## src/rtl/pzd_pkg.sv

```systemverilog
package pzd_pkg;

   // Bit 0 carries parity of the ones; bits [2:1] carry the zero-run phase.
   typedef enum logic [2:0] {
      ST_EVEN_CLR  = 3'd0,
      ST_ODD_CLR   = 3'd1,
      ST_EVEN_PEND = 3'd2,
      ST_ODD_PEND  = 3'd3,
      ST_EVEN_DONE = 3'd4,
      ST_ODD_DONE  = 3'd5
   } pzd_state_e;

   localparam int unsigned NUM_STATES = 6;
   localparam int unsigned CODE_W     = 3;

   localparam int unsigned ENC_BINARY = 0;
   localparam int unsigned ENC_ONEHOT = 1;

   function automatic int unsigned state_width(input int unsigned enc);
      return (enc == ENC_ONEHOT) ? NUM_STATES : CODE_W;
   endfunction

endpackage

```

## src/rtl/pzd_next.sv

```systemverilog
module pzd_next
   import pzd_pkg::*;
(
   input  pzd_state_e cur,
   input  logic       x_in,
   output pzd_state_e nxt
);

   always_comb begin
      nxt = ST_EVEN_CLR;
      unique case (cur)
         ST_EVEN_CLR:  nxt = x_in ? ST_ODD_CLR   : ST_EVEN_PEND;
         ST_ODD_CLR:   nxt = x_in ? ST_EVEN_CLR  : ST_ODD_PEND;
         ST_EVEN_PEND: nxt = x_in ? ST_ODD_CLR   : ST_EVEN_DONE;
         ST_ODD_PEND:  nxt = x_in ? ST_EVEN_CLR  : ST_ODD_DONE;
         ST_EVEN_DONE: nxt = x_in ? ST_ODD_DONE  : ST_EVEN_DONE;
         ST_ODD_DONE:  nxt = x_in ? ST_EVEN_DONE : ST_ODD_DONE;
         default:      nxt = ST_EVEN_CLR;
      endcase
   end

endmodule

```

## src/rtl/pzd_state_reg.sv

```systemverilog
module pzd_state_reg
   import pzd_pkg::*;
#(
   parameter int unsigned STATE_ENC = ENC_BINARY,
   parameter int unsigned STATE_W   = state_width(STATE_ENC)
) (
   input  logic               clk,
   input  logic               rst,
   input  pzd_state_e         nxt,
   output pzd_state_e         cur,
   output logic [STATE_W-1:0] bits_q
);

   generate
      if (STATE_ENC == ENC_ONEHOT) begin : g_onehot
         logic [STATE_W-1:0] oh_q;
         logic [STATE_W-1:0] oh_d;

         always_comb begin
            oh_d = '0;
            oh_d[int'(nxt)] = 1'b1;
         end

         always_ff @(posedge clk) begin
            if (rst) oh_q <= STATE_W'(1);
            else     oh_q <= oh_d;
         end

         always_comb begin
            cur = ST_EVEN_CLR;
            for (int i = STATE_W - 1; i >= 0; i--) begin
               if (oh_q[i]) cur = pzd_state_e'(i[CODE_W-1:0]);
            end
         end

         assign bits_q = oh_q;
      end else begin : g_binary
         logic [STATE_W-1:0] bin_q;

         always_ff @(posedge clk) begin
            if (rst) bin_q <= STATE_W'(ST_EVEN_CLR);
            else     bin_q <= STATE_W'(nxt);
         end

         always_comb begin
            if (int'(bin_q) < NUM_STATES) cur = pzd_state_e'(bin_q[CODE_W-1:0]);
            else                          cur = ST_EVEN_CLR;
         end

         assign bits_q = bin_q;
      end
   endgenerate

endmodule

```

## src/rtl/pzd_out.sv

```systemverilog
module pzd_out
   import pzd_pkg::*;
(
   input  pzd_state_e cur,
   output logic       z_out,
   output logic       done_out
);

   always_comb begin
      done_out = (cur == ST_EVEN_DONE) || (cur == ST_ODD_DONE);
      z_out    = (cur == ST_ODD_DONE);
   end

endmodule

```

## src/rtl/parity_dz_detector.sv

```systemverilog
module parity_dz_detector
   import pzd_pkg::*;
#(
   parameter int unsigned STATE_ENC = ENC_BINARY
) (
   input  logic clk,
   input  logic rst,
   input  logic x,
   output logic z
);

   localparam int unsigned STATE_W = state_width(STATE_ENC);

   generate
      if (STATE_ENC != ENC_BINARY && STATE_ENC != ENC_ONEHOT) begin : g_bad_enc
         $error("parity_dz_detector: STATE_ENC must be 0 or 1");
      end
   endgenerate

   pzd_state_e         cur_st;
   pzd_state_e         nxt_st;
   logic [STATE_W-1:0] state_bits;
   logic               in_done;

   pzd_next u_next (
      .cur  (cur_st),
      .x_in (x),
      .nxt  (nxt_st)
   );

   pzd_state_reg #(
      .STATE_ENC (STATE_ENC),
      .STATE_W   (STATE_W)
   ) u_reg (
      .clk    (clk),
      .rst    (rst),
      .nxt    (nxt_st),
      .cur    (cur_st),
      .bits_q (state_bits)
   );

   pzd_out u_out (
      .cur      (cur_st),
      .z_out    (z),
      .done_out (in_done)
   );

endmodule

```

## config.mk

```make
export PLATFORM = sky130hd
export DESIGN_NAME = parity_dz_detector
export DESIGN_NICKNAME = d
export VERILOG_FILES = /design/src/rtl/pzd_pkg.sv /design/src/rtl/pzd_next.sv /design/src/rtl/pzd_state_reg.sv /design/src/rtl/pzd_out.sv /design/src/rtl/parity_dz_detector.sv
export SDC_FILE = /design/constraint.sdc
export NUM_CORES = 1
export LEC_CHECK = 0
export BUFFER_PORTS_ARGS = -buffer_cell sky130_fd_sc_hd__buf_4
export CAP_MARGIN = 20
export CORE_AREA = 2 2 39 41
export CTS_CLUSTER_SIZE = 40
export DETAILED_ROUTE_END_ITERATION = 10
export DIE_AREA = 0 0 41 43
export SKIP_CTS_REPAIR_TIMING = 1
export SLEW_MARGIN = 10
export SYNTH_ARGS = -nofsm -noshare
export SYNTH_HDL_FRONTEND = slang
export SYNTH_SLANG_ARGS = --single-unit
```

## constraint.sdc

```tcl
create_clock -name clk -period 2.56 [get_ports clk]
set_input_delay 0.256 -clock clk [delete_from_list [all_inputs] [get_ports clk]]
set_output_delay 0.256 -clock clk [all_outputs]
set_load 0.05 [all_outputs]
```

### Word level (Yosys, flattened, before mapping)

Index checks and enable logic that the tools add are counted.

* register bits after elaboration: 3
* latch bits: 0
* bits in writable memories: 0
* memory bits (read-only): 0
* input bits: 3
* output and inout bits: 1
* logic and storage cells: 16
* memories kept: 0

* add/sub/neg operators: 0
* $mul: 0
* divide/modulo/power cells: 0
* $lt $le $gt $ge: 1
* equality and inequality tests: 5
* shift-type cells: 0
* muxes and demuxes: 8
* bitwise logic cells: 0
* reduce and logical (&&, ||, !) cells: 1

Operator list (count)
* case mux 3 bit (6 select lines): 1
* two-way mux 3 bit: 3
* equality test 3 x 2 -> 1 bit, second input constant: 2
* equality test 3 bit, second input constant: 2
* two-way mux 2 bit: 2
* equality test 3 x 1 -> 1 bit, second input constant: 1
* zero test 3 bit: 1
* less-than comparator 3 bit, second input constant: 1
* two-way mux 1 bit: 2

### Depth between registers and ports, before layout

* depth after elaboration: 4
* gate-level depth with buffers: 6
* gate-level depth less buffers: 5

### Cells and area by module

Synthesis repeated with hierarchy kept, for this count alone.

* cell total of the unflattened synthesis: 16
* area, all modules: 153.9 µm²

Modules (own cells, without submodules)
* pzd_state_reg: times used 1, cells an instance 9, area each 101.3 µm², seq. area each 60.1 µm²
* pzd_next: times used 1, cells an instance 5, area each 37.5 µm², seq. area each 0.0 µm²
* pzd_out: times used 1, cells an instance 2, area each 15.0 µm², seq. area each 0.0 µm²

### Least setup slack after synthesis

No wires, ideal clock.

* path kind: reg-to-output
* start point: register u_reg.g_binary.bin_q[1] (netlist: u_reg.bits_q[1])
* end point: output port z
* arrival: 1.912 ns
* required time: 2.304 ns
* slack: 0.392 ns
* cell stages (with the launch flop): 5
* path through: dfxtp_1 -> ha_1 -> nand2b_4 -> buf_6 -> nor3b_1

* word-level cells in the longest chain between the ends: 3

Ends and longest elaborated chain
* start: declaration: RTL line pzd_state_reg.sv:38 `logic [STATE_W-1:0] bin_q;`
* start signal: assignment: RTL line pzd_state_reg.sv:41 `if (rst) bin_q <= STATE_W'(ST_EVEN_CLR);`
* start signal: assignment: RTL line pzd_state_reg.sv:42 `else bin_q <= STATE_W'(nxt);`
* less-than comparator 3 bit: RTL line pzd_state_reg.sv:46 `if (int'(bin_q) < NUM_STATES) cur = pzd_state_e'(bin_q[CODE_W-1:0]);`
* two-way mux 3 bit *: RTL line pzd_state_reg.sv:46
* equality test 3 bit *
* end: declaration: RTL line parity_dz_detector.sv:9 `output logic z`

Every way passes the cells marked *; elsewhere a longest branch is shown, timed or not.

### Final worst setup path

* start point: register u_reg.g_binary.bin_q[2] (netlist: u_reg.bits_q[2])
* end point: output port z

Same word-level chain as after synthesis.

==> results.md <==
- Status: complete, no violations
- Reg-to-reg slack, setup: 1.12 ns
- Avg WL per Cell: 8.55 µm
- Share of layout cells above drive strength 1: 27.3%
- Measured slew at the worst slew-check pin: 0.217 ns
- DRT iter0 DRCs: 1
- Pre-CTS setup slack: 1.11 ns
- Area after DPL: 294 µm²
- Slew HR: 85.5%
- Clk network pwr share: 42.2%
- First-pass GRT wire length: 779 µm
- Power Total: 212 µW
- Power Density: 662 nW/µm²
- Max Clock Freq: 613 MHz
- VDD IR max: 0.000127 V
- Clock latency at the later pin of the worst-skew pair: 0.24 ns
- Initial antenna violation count: 0
- Total number of vias: 199
- Max FFs per register: 3
- Fin Setup TNS: 0 ns
- Netlist cell types: 18
- Vias/cell: 4.06
- Syn_area_per_cell: 9.73 µm²
- CTS buffer count: 3
- Hold Path Class: in2reg
- Largest net degree at the start of global routing: 8
- Final Skew: 0.00556 ns
- P_sw: 67.8 µW
- Reg2reg end: u_reg.bits_q[0]
- CTS root buf: clkbuf_4
- Req. time, crit path: 2.30 ns
- Gate power share: 28.7%
- Area grow syn2layout: 21.9%
- Site Rows: 14
- Sequential share of power: 29.1%
- Type of element capturing the critical path: output pin
- Max_cap viols: 0
- Clock period minus worst slack: 1.63 ns
- Gpl congestion: 0.745
- Final instance area: 320 µm²
- Setup CP Type: reg2out
- Internal power: 144 µW
- GR Util All Layers: 7.42%
- FF-to-FF path depth: 5
- Cells after Synth: 27
- Die width: 41 µm
- I/O pin cnt: 4
- Post-Route WL: 419 µm
- Clock Tree Buf Depth: 2
- Synth Cell Area: 263 µm²
- Sw Ratio: 32.0%
- Fillcell total: 164
- Hold Path Depth: 2
- First-pass DRT Iterations: 2
- Initial cell density of the core: 19.0%
- Antenna Cells: 0
- RR Startpoint: u_reg.bits_q[1]
- Commonest cells after routing, fill and taps aside: 5 x ha_1, 3 x clkbuf_4, 3 x buf_4, 3 x dfxtp_1
- Final #Nets: 42
- CP Max Fanout: 5
- CTS H-tree lvls: 1
- Commonest non-fill, non-tap cell in the layout: ha_1
- DRC: 0
- Final period utilization: 63.7%
- Register bit count reported by yosys: 3
- CTS tree: done
- Leak: 0.147 nW
- Total grt overflow: 0
- Die span in y: 43 µm
- Critical Path AT: 1.38 ns
- Clock Sinks: 3
- Hold EP: u_reg.bits_q[1]
- Worst-path clk slew: 0.04 ns
- Worst hold start: x
- Syn_nets: 35
- Final ANT Viol Nets: 0
- Startpoint types: flip-flop
- Die footprint: 1760 µm²
- Setup violations, final: 0
- Slew Limit Fails: 0
- YS warnings: 0
- Port bufs: 3
- Worst setup margin: 0.929 ns
- Number of global-route vias before repair: 206
- Core area: 1380 µm²
- Sequential fraction of the synthesis area: 22.9%
- RSZ-0062 raised after global routing: no
- Hold violation total from the final report: 0
## stage by stage
stage / utilization, % / cells / hold WS (ns)
finish: 23.1 / 49 / 0.215
global route: 23.1 / 49 / 0.226
CTS: 23.1 / 49 / 0.211
detailed placement: 21.2 / 45 / 0.469
global placement: 21.2 / 45 / 0.469
floorplan: - / 27 / 0.328
## cell usage after synthesis
cell type	instances	area, µm²
mux2_4	1	15.0
o22a_1	1	8.76
a21oi_1	1	5.00
or3b_1	1	8.76
dfxtp_1	3	60.1
ha_1	5	62.6
mux2i_1	1	10.0
nand2_1	1	3.75
nor3_1	2	10.0
buf_6	1	11.3
nor3b_1	1	7.51
nand2b_4	1	13.8
nor2_1	2	7.51
nor2b_1	1	6.26
o32a_1	1	10.0
inv_1	2	7.51
nand3_1	1	5.00
nor3_2	1	10.0
## critical path: stages, from the launching register on
cell and delay [ns]:
dfxtp_1 0.38, inv_1 0.08, ha_1 0.23, nor3b_1 0.22, buf_4 0.23
## layout make-up
cell class | count | area (µm²) | share of cell area (%)
inverter | 2 | 7.51 | 2.34
clock buffer | 4 | 26.3 | 8.20
timing repair buffer | 3 | 22.5 | 7.03
tap | 16 | 20.0 | 6.25
sequential | 3 | 60.1 | 18.8
multi-input combinational | 21 | 184 | 57.4
## power groups by stage
stage               sequential, mW  combinational (mW)  clock, mW
floorplan                   0.0613              0.0587          0
global placement            0.0627              0.0619          0
detailed placement          0.0628              0.0616          0
CTS                         0.0618              0.0621     0.0927
global route                0.0629              0.0683     0.0946
finish                      0.0616              0.0609     0.0895
## how the worst max path moves through the flow
| stage | from | end | slack, ns | cells after the start |
|---|---|---|---|---|
| after global placement | u_reg.bits_q[1] | u_reg.bits_q[0] | 1.11 | 5 |
| after CTS | u_reg.bits_q[2] | z | 0.90 | 4 |
| final | u_reg.bits_q[2] | z | 0.93 | 4 |
| after global routing | u_reg.bits_q[2] | z | 0.81 | 4 |
| after detailed placement | u_reg.bits_q[1] | u_reg.bits_q[0] | 1.11 | 5 |
| after floorplan | u_reg.bits_q[1] | z | 0.39 | 4 |
## layer usage
| metal | GRT usage, % | routed length, µm | up-vias |
|---|---|---|---|
| met5 | 0 | 0 | - |
| li1 | - | - | 106 |
| met2 | 10.3 | 223 | 4 |
| met4 | 10.0 | 20 | 0 |
| met3 | 3.14 | 10 | 2 |
| met1 | 6.41 | 164 | 87 |
## cell families (layout without fill, tap and decap cells)
kind of cell | count (synthesis) | after routing | synth area share, %
adders and majority gates | 5 | 5 | 23.8
muxes | 2 | 2 | 9.52
DFF | 3 | 3 | 22.9
buffers and inverters | 3 | 9 | 7.14
AOI/OAI and AO/OA | 3 | 3 | 9.05
and+or+nand+nor | 11 | 11 | 27.6
Note: power is estimated with default switching activity, not from simulation.
